File: config.mk
export PLATFORM = sky130hd
export DESIGN_NAME = dma_seg_clip
export DESIGN_NICKNAME = d
export VERILOG_FILES = /design/src/rtl/dma_seg_clip_pkg.sv /design/src/rtl/dma_width_limit.sv /design/src/rtl/dma_window_limit.sv /design/src/rtl/dma_seg_clip.sv
export SDC_FILE = /design/constraint.sdc
export NUM_CORES = 1
export LEC_CHECK = 0
export BUFFER_PORTS_ARGS = -buffer_cell sky130_fd_sc_hd__buf_4
export CAP_MARGIN = 0
export CORE_ASPECT_RATIO = 0.7
export CORE_MARGIN = 2
export CORE_UTILIZATION = 35
export DETAILED_ROUTE_END_ITERATION = 10
export SYNTH_ARGS = -nofsm -noshare
export SYNTH_HDL_FRONTEND = slang
export SYNTH_SLANG_ARGS = --single-unit
File: constraint.sdc
create_clock -name clk -period 13.9 [get_ports clk]
set_input_delay 1.39 -clock clk [delete_from_list [all_inputs] [get_ports clk]]
set_output_delay 1.39 -clock clk [all_outputs]
set_load 0.005 [all_outputs]
File: src/rtl/dma_seg_clip_pkg.sv
package dma_seg_clip_pkg;
  localparam int ADDR_W   = 32;
  localparam int LEN_W    = 32;
  localparam int WIN_W    = 24;
  localparam int NARROW_W = 16;
  localparam int OUT_W    = WIN_W + 1;

  typedef enum logic { CNT_NARROW = 1'b0, CNT_WIDE = 1'b1 } cnt_mode_e;
endpackage

File: src/rtl/dma_width_limit.sv
module dma_width_limit #(
  parameter int LEN_W    = 32,
  parameter int NARROW_W = 16,
  parameter int WIDE_W   = 24,
  localparam int OUT_W   = WIDE_W + 1
) (
  input  logic [LEN_W-1:0] len_i,
  input  logic             wide_i,
  output logic [OUT_W-1:0] len_o
);
  localparam logic [LEN_W-1:0] NARROW_MAX = LEN_W'(1) << NARROW_W;
  localparam logic [LEN_W-1:0] WIDE_MAX   = LEN_W'(1) << WIDE_W;

  logic [LEN_W-1:0] cap;
  always_comb begin
    cap   = wide_i ? WIDE_MAX : NARROW_MAX;
    len_o = (len_i > cap) ? OUT_W'(cap) : OUT_W'(len_i);
  end
endmodule

File: src/rtl/dma_window_limit.sv
module dma_window_limit #(
  parameter int ADDR_W = 32,
  parameter int WIN_W  = 24,
  localparam int OUT_W = WIN_W + 1
) (
  input  logic [ADDR_W-1:0] addr_i,
  input  logic [OUT_W-1:0]  len_i,
  output logic [OUT_W-1:0]  len_o
);
  localparam logic [OUT_W:0] WIN_END = (OUT_W+1)'(1) << WIN_W;

  logic [WIN_W-1:0] base;
  logic [OUT_W:0]   room;
  logic [OUT_W:0]   reach;
  always_comb begin
    base  = addr_i[WIN_W-1:0];
    room  = WIN_END - (OUT_W+1)'(base);
    reach = (OUT_W+1)'(base) + (OUT_W+1)'(len_i);
    len_o = (reach > WIN_END) ? room[OUT_W-1:0] : len_i;
  end
endmodule

File: src/rtl/dma_seg_clip.sv
module dma_seg_clip
  import dma_seg_clip_pkg::*;
(
  input  logic              clk,
  input  logic              rst,
  input  logic              req_valid,
  input  logic [ADDR_W-1:0] req_addr,
  input  logic [LEN_W-1:0]  req_len,
  input  logic              req_wide,
  output logic              res_valid,
  output logic [OUT_W-1:0]  res_len
);
  logic [OUT_W-1:0] w_len;
  logic [OUT_W-1:0] c_len;

  dma_width_limit #(.LEN_W(LEN_W), .NARROW_W(NARROW_W), .WIDE_W(WIN_W)) u_width (
    .len_i(req_len), .wide_i(req_wide), .len_o(w_len));

  dma_window_limit #(.ADDR_W(ADDR_W), .WIN_W(WIN_W)) u_window (
    .addr_i(req_addr), .len_i(w_len), .len_o(c_len));

  always_ff @(posedge clk) begin
    if (rst) begin
      res_valid <= 1'b0;
      res_len   <= '0;
    end else begin
      res_valid <= req_valid;
      if (req_valid) res_len <= c_len;
    end
  end

  localparam logic [OUT_W-1:0] WIN_SZ = OUT_W'(1) << WIN_W;
  localparam logic [OUT_W-1:0] NAR_SZ = OUT_W'(1) << NARROW_W;

  assert_valid_timing_R2: assert property (@(posedge clk) disable iff (rst)
    req_valid |=> res_valid);
  assert_valid_drop_R2: assert property (@(posedge clk) disable iff (rst)
    !req_valid |=> !res_valid);
  assert_narrow_cap_R3: assert property (@(posedge clk) disable iff (rst)
    (req_valid && !req_wide) |=> res_len <= NAR_SZ);
  assert_window_end_R5: assert property (@(posedge clk) disable iff (rst)
    req_valid |=> ((OUT_W+1)'(res_len) + (OUT_W+1)'($past(req_addr[WIN_W-1:0]))) <= (OUT_W+1)'(WIN_SZ));
  assert_zero_len_R7: assert property (@(posedge clk) disable iff (rst)
    (req_valid && req_len == '0) |=> res_len == '0);
  assert_hold_R9: assert property (@(posedge clk) disable iff (rst)
    !req_valid |=> $stable(res_len));
endmodule

; Word-level counts from Yosys, hierarchy flattened
; Index checks and enable logic that the tools add are counted.
[word_totals]
regBits = 26
inputBits = 68
[classes]
n_mux = 3
order_cmp = 2
addsub = 2
[op_table]
columns = operator, count
row1 = 25-bit 2-to-1 mux, 3
row2 = 32-bit > comparator, 1
row3 = 24-bit by 25-bit adder with 26-bit output, 1
row4 = 26-bit by 25-bit > comparator with 1-bit output (second input constant), 1
row5 = 25-bit by 24-bit subtractor with 25-bit output (first input constant), 1

; Depth between registers and ports, before layout
; Gate-level depths: netlist of the first run.
[depth]
depth_word = 6
ltp_mapped = 24
ltp_nobuf = 20

; Cells and area by module
; A second synthesis of the first run with hierarchy kept.
[hier_totals]
hier_cells = 454
area_unflattened_um2 = 3726.1
[modules_own_cells]
columns = mod, area_each_um2, instances, cells_per_inst
row1 = dma_window_limit, 2406.1, 1, 316
row2 = dma_seg_clip, 937.1, 1, 83
row3 = dma_width_limit, 382.9, 1, 55

; Least setup slack after synthesis of the first run
; OpenSTA, ideal clock, no wires.
[synth_path]
path_type = input -> register
startpoint = in req_wide
endpoint = reg res_len[10]
cell_stages = 22
t_arrival_ns = 5.687
t_required_ns = 13.773
n_path_buf = 5
setup_slack_ns = 8.087
path_cell_list = inv_1 > ha_1 > nor4b_1 > nand4_1 > o22ai_1 > and3_1 > clkbuf_1 > clkbuf_1 > clkbuf_1 > and2_1 > ha_1 > a21oi_1 > nand2_1 > xnor2_1 > or4b_1 > a221o_1 > a211oi_2 > nand4_1 > a22oi_4 > buf_6 > buf_2 > o211ai_1
[synth_via]
elab_chain_cells = 6
[synth_lines]
columns = element, line
row1 = "start, declared", dma_seg_clip.sv:9  ; input logic req_wide,
row2 = 25-bit 2-to-1 mux (*), dma_width_limit.sv:16  ; cap = wide_i ? WIDE_MAX : NARROW_MAX;
row3 = 32-bit > comparator, dma_width_limit.sv:17  ; len_o = (len_i > cap) ? OUT_W'(cap) : OUT_W'(len_i);
row4 = 25-bit 2-to-1 mux (*), dma_width_limit.sv:17
row5 = 24-bit by 25-bit adder with 26-bit output, dma_window_limit.sv:18  ; reach = (OUT_W+1)'(base) + (OUT_W+1)'(len_i);
row6 = 26-bit by 25-bit > comparator with 1-bit output, dma_window_limit.sv:19  ; len_o = (reach > WIN_END) ? room[OUT_W-1:0] : len_i;
row7 = 25-bit 2-to-1 mux (*), dma_window_limit.sv:19
row8 = "end signal, assigned", dma_seg_clip.sv:28  ; if (req_valid) res_len <= c_len;
row9 = "end, declared", dma_seg_clip.sv:11  ; output logic [OUT_W-1:0] res_len
; Every way passes the cells marked *; elsewhere a longest branch is shown, timed or not.
; A chain may end at the register's enable or synchronous reset.

; Worst setup path in the final report of the first run
[layout_path]
startpoint = in req_len[18]
endpoint = reg res_len[1]
[layout_via]
elab_chain_cells = 5
[layout_lines]
columns = element, line
row1 = "start, declared", dma_seg_clip.sv:8  ; input logic [LEN_W-1:0] req_len,
row2 = 32-bit > comparator, dma_width_limit.sv:17
row3 = 25-bit 2-to-1 mux (*), dma_width_limit.sv:17
row4 = 24-bit by 25-bit adder with 26-bit output, dma_window_limit.sv:18
row5 = 26-bit by 25-bit > comparator with 1-bit output, dma_window_limit.sv:19
row6 = 25-bit 2-to-1 mux (*), dma_window_limit.sv:19
; Marked as above.

==> results of run 1 <==
kinds of logic after synthesis:
logic type      synth area share
simple gates              0.3476
compound gates            0.2570
buf+inv                  0.05221
fa+ha+maj                 0.1044
flops                     0.1519
xor+xnor                 0.05367
mux                      0.03322
registers in the layout (all words and copies together), names as in the netlist:
register   cells
res_len       25
res_valid      1
worst max-delay path, delay by kind of cell:
family	cells	cell delay, ps
buf+inv	3	580
simple gates	5	2110
compound gates	9	2150
fa+ha+maj	2	580
mux	1	330
placed cells by master, fill, tap and decap left out, types with 15 or more instances in the layout:
cell | netlist | layout
a211oi_1 | 15 | 15
a21oi_1 | 32 | 32
and2_1 | 24 | 24
buf_4 | 0 | 86
dfxtp_1 | 26 | 26
ha_1 | 27 | 27
inv_1 | 19 | 19
nand2_1 | 58 | 58
nand3_1 | 35 | 35
nor2_1 | 30 | 30
o21ai_0 | 24 | 24
xnor2_1 | 15 | 15
routing by layer:
layer | share of wire | vias up | GRT usage
met1 | 0.49 | 1851 | 0.3174
li1 | - | 1933 | -
met5 | 0 | - | 0
met3 | 0.069 | 13 | 0.03026
met4 | 0.011 | 0 | 0.02926
met2 | 0.43 | 159 | 0.3328
cell type report:
cell class,instances,area (um^2)
repair buffers,86,645.6
inverters,19,71.32
multi-input cells,414,2728
clock buffers,3,75.07
flip-flops and latches,26,520.5
well taps,128,160.2
fillers,1034,5409
where the power goes:
part | internal [mW] | switching [mW]
clock network | 0.0381 | 0.0241
registers | 0.0784 | 0.00218
logic | 0.0330 | 0.0387
total | 0.149 | 0.0650
Yosys cell counts, types with 15 or more instances:
cell type / n / share of area
inv_1: 19 / 0.021
o21ai_0: 24 / 0.035
a21oi_1: 32 / 0.047
a211oi_1: 15 / 0.033
ha_1: 27 / 0.099
nand2_1: 58 / 0.064
and2_1: 24 / 0.044
nor2_1: 30 / 0.033
nand3_1: 35 / 0.051
clkbuf_1: 23 / 0.025
dfxtp_1: 26 / 0.15
xnor2_1: 15 / 0.038
path summary, 6_finish.rpt:
kind                                          startpoint                  endpoint  slack, ps  cells past startpoint
worst min register to register  res_len[24]$_SDFFE_PP0P_  res_len[24]$_SDFFE_PP0P_        450                      2
worst min-delay path            res_len[24]$_SDFFE_PP0P_  res_len[24]$_SDFFE_PP0P_        450                      2
worst max-delay path                         req_len[18]   res_len[1]$_SDFFE_PP0P_       6870                     20
worst max register to register   res_len[5]$_SDFFE_PP0P_   res_len[5]$_SDFFE_PP0P_      13160                      2
==> qor.csv, run 1 <==
metric,value,unit
p_per_area,51.05,nW/um^2
ctsLongestPathBuffers,2,
die_h,86.79,um
final_cells,676,
wl_per_cell,16.82,um
finalSetupViolations,0,
rows,30,
worst_pin_slew,1182,ps
synth-seq-cells,26,
synth.distinct_cells,58,
critPathKind,in -> reg,
crit_chain,buf_4 -> nor4_1 -> a31oi_1 -> o22ai_1 -> and3_1 -> and2_1 -> ha_1 -> inv_1 -> fa_1 -> nand2b_1 -> a21oi_1 -> o211a_1 -> o21ai_0 -> a2111o_1 -> a211oi_1 -> nand4_1 -> a22oi_4 -> buf_4 -> mux2i_1 -> a211oi_1,
htreeDepth,1,
peakVddDrop,0.05387,mV
drv_slew,0,
ys.flop_type,dfxtp_1,
drt_iter0_drc,293,
dpl.cell_count,673,
gp_congestion,0.9644,
antenna_found_initial,0,
power,214.4,uW
ys_seq_area_frac,0.1519,
worst_path_max_delay_cell,and3_1,
grt_max_degree,46,
crit_arrival,7170,ps
fmaxAchievable,142.2,MHz
p_leak,1.759,nW
synth-edff-count,0,
ys_async_sr_fraction,0,
grt_pass1_vias,3522,
min_period,7032,ps
rsz0062_at_grt,false,
cts.repair.resized,0,
initial_core_util,0.3566,
syn-instance-count,485,
syn_nets,581,
drv_cap,0,
clk_pin_slew,60,ps
cts_sinks,26,
utilization,0.4371,
cts_buffers,3,
post_synth.cell_area_avg,7.066,um^2
cts_tree,built,
io_buffer_count,85,
drcViolationCount,0,
slew_headroom,0.2105,
coreArea,9609,um^2
ys_warn_count,0,
outcome,finished clean,
fin_crit_sh,0.5059,
timing.hold.ws,445.6,ps
fin_nets,646,
clock_latency,250,ps
ctsHoldBuffers,0,
drive_above_1_share,0.1861,
syn_area,3427,um^2
vias_per_cell,5.852,
post_cts.repair.setup_buffers,0,
max_stage_delay,690,ps
vias,3956,
place_area,4125,um^2
gr-total-overflow,0,
fin_area,4200,um^2
syn_to_final_growth,22.56,%
cts_root_buffer,clkbuf_16,
cp_max_fo,45,
layout_setup_ws,6868,ps
grt_pass1_wl,18000,um
hold_viol,0,
finalClockSkew,0,ps
track_usage,0.2134,
holdCritPathClass,reg -> reg,
crit_required,14040,ps
drt_first_pass_iters,5,
critPathCaptureType,register,
finalSetupTns,0,ps
dpl.hpwl,9407,um
io_pins,94,
diodes,0,
die_area,10610,um^2
ant_nets,0,
pre_cts_ws,6697,ps
totalWireLength,11370,um
start_kind,primary input,
die_w,122.3,um
Power figures use the tool's default switching activity.
==> run 2, diff against run 1 <==
Settings changed: ABC_AREA set to 1.
Clock period 13.9 ns to 5.9 ns, I/O delays scaled along.
==> run 2 against run 1 <==
Compared with the run above:
- synthesized cell count grew 67%
- hold slack gained 22 ps
- cell count grew 55%
- critical endpoint is now res_len[23]$_SDFFE_PP0P_
- routed wire length grew 8.4%
- sequential share of layout area shrank 2.0 points
- worst setup slack lost 5400 ps
- die area grew 19%
- cell area grew 19%
- sequential power grew 140%
- largest power group is now the clock network
- via count grew 21%
- combinational power grew to 2.6 times the previous value
- highest routed layer is now met3
==> qor.csv, run 2 <==
metric,value,unit,change
finalClockSkew,0,ps,unchanged
cts_buffers,3,,unchanged
p_clk_frac,0.343,,+0.053
internal_power,402.9,uW,+170%
finalSetupViolations,0,,unchanged
fin_nets,985,,+52%
largest_reg_flops,25,,unchanged
yosys.cell_count.top_type,nand2_1,,
gr-total-overflow,0,,unchanged
drt_first_pass_iters,5,,unchanged
synth_commonest_cells,"279 x nand2_1, 167 x inv_1, 112 x nor2_1, 78 x nand3_1, 27 x ha_1",,
start_kind,primary input,,
power.switching,172.8,uW,+170%
htreeDepth,1,,unchanged
cts_root_buffer,clkbuf_16,,
peakVddDrop,0.1078,mV,+100%
ys_seq_area_frac,0.1269,,-0.02493
outcome,finished clean,,
drv_cap,0,,unchanged
hold_viol,0,,unchanged
fin_crit_sh,0.7481,,
totalWireLength,12320,um,+8.4%
top_usage_layer,met1,,
fmaxAchievable,226.6,MHz,
p_leak,2.986,nW,+70%
vias_per_cell,4.579,,-22%
finalSetupTns,0,ps,unchanged
max_stage_delay,410,ps,-280 ps
synth_top_area_cell,nand2_1,,
gp_congestion,0.8957,,-7.1%
initial_core_util,0.3547,,-0.001987
post_synth.cell_area_avg,5.068,um^2,-28%
dpl.hpwl,10530,um,+12%
ys_async_sr_fraction,0,,unchanged
syn-instance-count,809,,+67%
final_common_cell,nand2_1,,
antenna_found_initial,0,,unchanged
wl_per_cell,11.79,um,-30%
synth.distinct_cells,27,,-53%
die_h,94.56,um,+8.9%
drive_above_1_share,0.1149,,-0.07127
use_met3,0.03543,,+0.005164
grtUsageMet2,0.2938,,-0.03901
grt_pass1_wl,19970,um,+11%
slew_headroom,0.6482,,+0.4377
drv_slew,0,,unchanged
clock_latency,260,ps,about the same
p_per_area,115.3,nW/um^2,+130%
fill_cells,1342,,+30%
final_cell_mix,"279 x nand2_1, 167 x inv_1, 112 x nor2_1",,
synth_top_area_frac,0.2554,,+0.1035
grt_max_degree,43,,-6.5%
track_usage,0.1946,,-0.01881
synth-seq-cells,26,,unchanged
power_switching_share,0.3002,,-0.003098
crit_arrival,4580,ps,-2590 ps
ctsLongestPathBuffers,2,,unchanged
rows,33,,+10%
drt_iter0_drc,423,,+44%
p_comb_frac,0.323,,-0.011
holdCritPathClass,reg -> reg,,
path_common_cell,nand2_1,,
syn_area,4100,um^2,+20%
critPathKind,in -> reg,,
ff_latch_area,520.5,um^2,unchanged
crit_required,6060,ps,-7980 ps
grt_pass1_vias,4125,,+17%
reg_top3,"res_len: 25 flops, res_valid: 1 flops",,
die_w,133.4,um,+9.1%
post_cts.repair.setup_buffers,0,,unchanged
synth-edff-count,0,,unchanged
cts_sinks,26,,unchanged
ant_nets,0,,unchanged
multi_input_area,2869,um^2,+5.2%
rsz0062_at_grt,false,,
critPathCaptureType,register,,
vias,4785,,+21%
grt.met1_usage,0.3002,,-0.01718
worst_path_max_delay_cell,fa_1,,
clk_pin_slew,70,ps,about the same
diodes,0,,unchanged
ctsHoldBuffers,0,,unchanged
cts.repair.resized,0,,unchanged
io_pins,94,,unchanged
syn_nets,905,,+56%
die_area,12610,um^2,+19%
regMostFlops,res_len,,
synthTopCellsByArea,"nand2_1 26%, inv_1 15%, dfxtp_1 13%",,
utilization,0.4319,,-0.005183
worst_pin_slew,523.7,ps,-658.1 ps
syn_to_final_growth,21.79,%,
min_period,4414,ps,
ys_warn_count,0,,unchanged
io_buffer_count,85,,unchanged
ys.flop_type,dfxtp_1,,
cp_max_fo,26,,-42%
coreArea,11560,um^2,+20%
drcViolationCount,0,,unchanged
cts_tree,built,,
power_frac_seq,0.334,,-0.042
## run 2: changes by cell type in the layout (fill, tap and decap cells not counted), sizes merged, moves of 12 or more
cell	change
a211oi	-17
and2	-23
inv	+148
nand2	+224
nand3	+44
nand3b	-12
nor2	+84
o21ai	-14
## run 2: kinds of logic (layout without fill, tap and decap cells)
group,Yosys count,count (layout),synth area share
and+or+nand+nor,514,514,0.5218
buffers and inverters,183,262,0.1733
AOI/OAI and AO/OA,37,37,0.04577
adders and majority gates,28,28,0.08727
DFF,26,26,0.1269
xor gates and xnor gates,21,21,0.04486
## run 2: final timing paths
path | start | depth (start not counted) | to | slack [ps]
setup reg to reg | res_len[13]$_SDFFE_PP0P_ | 4 | res_len[13]$_SDFFE_PP0P_ | 5210
hold reg to reg | res_len[2]$_SDFFE_PP0P_ | 2 | res_len[2]$_SDFFE_PP0P_ | 470
hold / removal | res_len[2]$_SDFFE_PP0P_ | 2 | res_len[2]$_SDFFE_PP0P_ | 470
setup / recovery | req_wide | 37 | res_len[23]$_SDFFE_PP0P_ | 1490
## run 2: area by class of cell
cell class | count | area share
clock inverters | 1 | 0.006014
clock buffers | 3 | 0.01503
multi-input cells | 600 | 0.5745
well taps | 157 | 0.03934
flip-flops and latches | 26 | 0.1042
inverters | 169 | 0.1270
repair buffers | 89 | 0.1338
## run 2: critical path: cells and delay by family
kind,cells,cell delay [ps]
buffers and inverters,11,860
and+or+nand+nor,23,2200
adders and majority gates,3,900
## run 2: through the flow
stage / instances / setup slack [ps] / instance area [um^2] / hold slack [ps] / power [mW]
3_3_place_gp: 1041 / 1294 / 4888 / 459.7 / 0.3818
3_5_place_dp: 1041 / 1247 / 4888 / 459.7 / 0.3822
5_1_grt: 1045 / 1072 / 4994 / 494.2 / 0.6169
6_report: 1045 / 1486 / 4994 / 467.5 / 0.5757
2_1_floorplan: 809 / 2141 / 4100 / 461.8 / 0.3017
4_1_cts: 1045 / 1511 / 4994 / 470.1 / 0.5812
## run 2: metal layers
layer / wire length, um / up-vias
li1: - / 2628
met1: 6605 / 2018
met2: 4883 / 139
met3: 834 / 0
met4: 0 / 0
met5: 0 / -
## run 2: power by group through the flow
stage	Combinational [mW]	Sequential (mW)	Clock (mW)
CTS	0.187	0.192	0.202
finish	0.186	0.192	0.198
floorplan	0.105	0.196	0
global route	0.212	0.193	0.212
global placement	0.186	0.196	0
detailed placement	0.186	0.196	0
==> run 3, diff against run 2 <==
Clock period 5.9 ns to 3.78 ns, I/O delays scaled along.
==> run 3 against run 2 <==
Compared with the run above:
- hold slack got worse by 12 ps
- register-to-register slack got worse by 2100 ps
- count of clock-buffer cells in the layout unchanged
- first-iteration DRC count decreased by 5.9%
- cell area increased by 40%
- power increased by 82%
- combinational power increased by 140%
- routed wire length increased by 26%
- critical path type unchanged
- largest cell class unchanged
==> qor.csv, run 3 (synthesized netlist as in run 2, its figures left out) <==
metric,value,unit,change
rsz0062_at_grt,true,,
cts_root_buffer,clkbuf_16,,
worst_path_max_delay_cell,ha_4,,
drv_slew,0,,unchanged
p_per_area,150.7,nW/um^2,+31%
io_buffer_count,85,,unchanged
hold_viol,0,,unchanged
reg_top3,"res_len: 25 flops, res_valid: 1 flops",,
coreArea,11560,um^2,unchanged
drt_iter0_drc,398,,-5.9%
max_stage_delay,310,ps,-100 ps
slew_headroom,0.6539,,+0.005694
min_period,3722,ps,
io_pins,94,,unchanged
start_kind,primary input,,
drt_first_pass_iters,5,,unchanged
crit_arrival,3890,ps,-690 ps
wl_per_cell,13.43,um,+14%
clock_latency,270,ps,about the same
crit_required,3950,ps,-2110 ps
totalWireLength,15510,um,+26%
track_usage,0.2188,,+0.02422
vias,5497,,+15%
initial_core_util,0.3547,,unchanged
critPathCaptureType,register,,
gr-total-overflow,0,,unchanged
htreeDepth,1,,unchanged
diodes,0,,unchanged
gp_congestion,0.8918,,-0.44%
drive_above_1_share,0.4218,,+0.3070
final_common_cell,nand2_1,,
utilization,0.6026,,+0.1707
die_w,133.4,um,unchanged
finalClockSkew,0,ps,unchanged
dpl.cell_count,1124,,+8.0%
cts_tree,built,,
holdCritPathClass,in -> reg,,
antenna_found_initial,0,,unchanged
finalSetupViolations,0,,unchanged
largest_reg_flops,25,,unchanged
critPathKind,in -> reg,,
place_area,5537,um^2,+13%
drcViolationCount,0,,unchanged
regMostFlops,res_len,,
syn_to_final_growth,69.91,%,
cp_max_fo,7,,-73%
drv_cap,0,,unchanged
p_leak,3.762,nW,+26%
grt_max_degree,43,,unchanged
die_h,94.56,um,unchanged
cts_sinks,26,,unchanged
dpl.hpwl,11400,um,+8.3%
outcome,finished clean,,
fin_crit_sh,0.9848,,
ant_nets,0,,unchanged
grt_pass1_wl,22390,um,+12%
rows,33,,unchanged
fin_nets,1095,,+11%
ctsLongestPathBuffers,2,,unchanged
grt_pass1_vias,4575,,+11%
fmaxAchievable,268.6,MHz,
die_area,12610,um^2,unchanged
fin_area,6967,um^2,+40%
worst_pin_slew,515.2,ps,-8.475 ps
final_cell_mix,"197 x nand2_1, 183 x buf_4, 141 x inv_1",,
vias_per_cell,4.759,,+3.9%
clk_pin_slew,60,ps,about the same
ctsHoldBuffers,0,,unchanged
cts_buffers,3,,unchanged
peakVddDrop,0.1658,mV,+54%
final_cells,1155,,+11%
path_common_cell,nand2_1,,
-- run 3: per-stage QoR --
stage               total power, mW  setup slack, ps  hold slack, ps  setup TNS (ps)
global placement             0.6509           -551.5           458.6          -12030
global route                  1.110           -175.4           478.3           -2767
CTS                          0.9795            1.925           455.0               0
finish                        1.050            57.51           455.4               0
detailed placement           0.6503           -504.4           459.2          -10870
floorplan                    0.4709            232.5           461.8               0
-- run 3: path summary, 6_finish.rpt --
| kind | from | end | slack [ps] | cells past startpoint |
|---|---|---|---|---|
| worst max-delay path | req_wide | res_len[19]$_SDFFE_PP0P_ | 60 | 33 |
| worst min-delay path | rst | res_len[0]$_SDFFE_PP0P_ | 460 | 2 |
| worst max register to register | res_len[13]$_SDFFE_PP0P_ | res_len[13]$_SDFFE_PP0P_ | 3110 | 4 |
| worst min register to register | res_len[2]$_SDFFE_PP0P_ | res_len[2]$_SDFFE_PP0P_ | 470 | 2 |
-- run 3: worst max-delay path, delay by kind of cell --
| family | cells | cell delay, ps |
|---|---|---|
| compound gates | 1 | 70 |
| fa+ha+maj | 2 | 560 |
| buf+inv | 10 | 910 |
| simple gates | 20 | 1980 |
-- run 3: cell type report --
cell class              instances  area (um^2)
fillers                      1123         4594
clock inverters                 1        30.03
multi-input cells             601         3894
repair buffers                198         1603
flip-flops and latches         26        520.5
inverters                     169        648.1
clock buffers                   3        75.07
well taps                     157        196.4
-- run 3: timing repair --
item	4_1_cts	5_1_grt
gates resized for setup	40	249
buffers inserted	10	16
pin swaps	12	87
endpoints found under the setup margin	25	25
cloned	1	0
hold endpoints to repair	0	0
-- run 3: power breakdown --
part	total (mW)	internal [mW]	leakage (nW)	switching, mW
combinational	0.439	0.212	3.50	0.227
clock	0.311	0.211	0.0511	0.0997
sequential	0.300	0.291	0.215	0.00892
total	1.05	0.714	3.76	0.335
-- run 3: layer usage --
| metal | share of wire | vias up | GRT usage |
|---|---|---|---|
| li1 | - | 2854 | - |
| met1 | 0.48 | 2459 | 0.3328 |
| met2 | 0.45 | 168 | 0.3368 |
| met3 | 0.057 | 16 | 0.03328 |
| met4 | 0.0095 | 0 | 0.01507 |
| met5 | 0 | - | 0 |
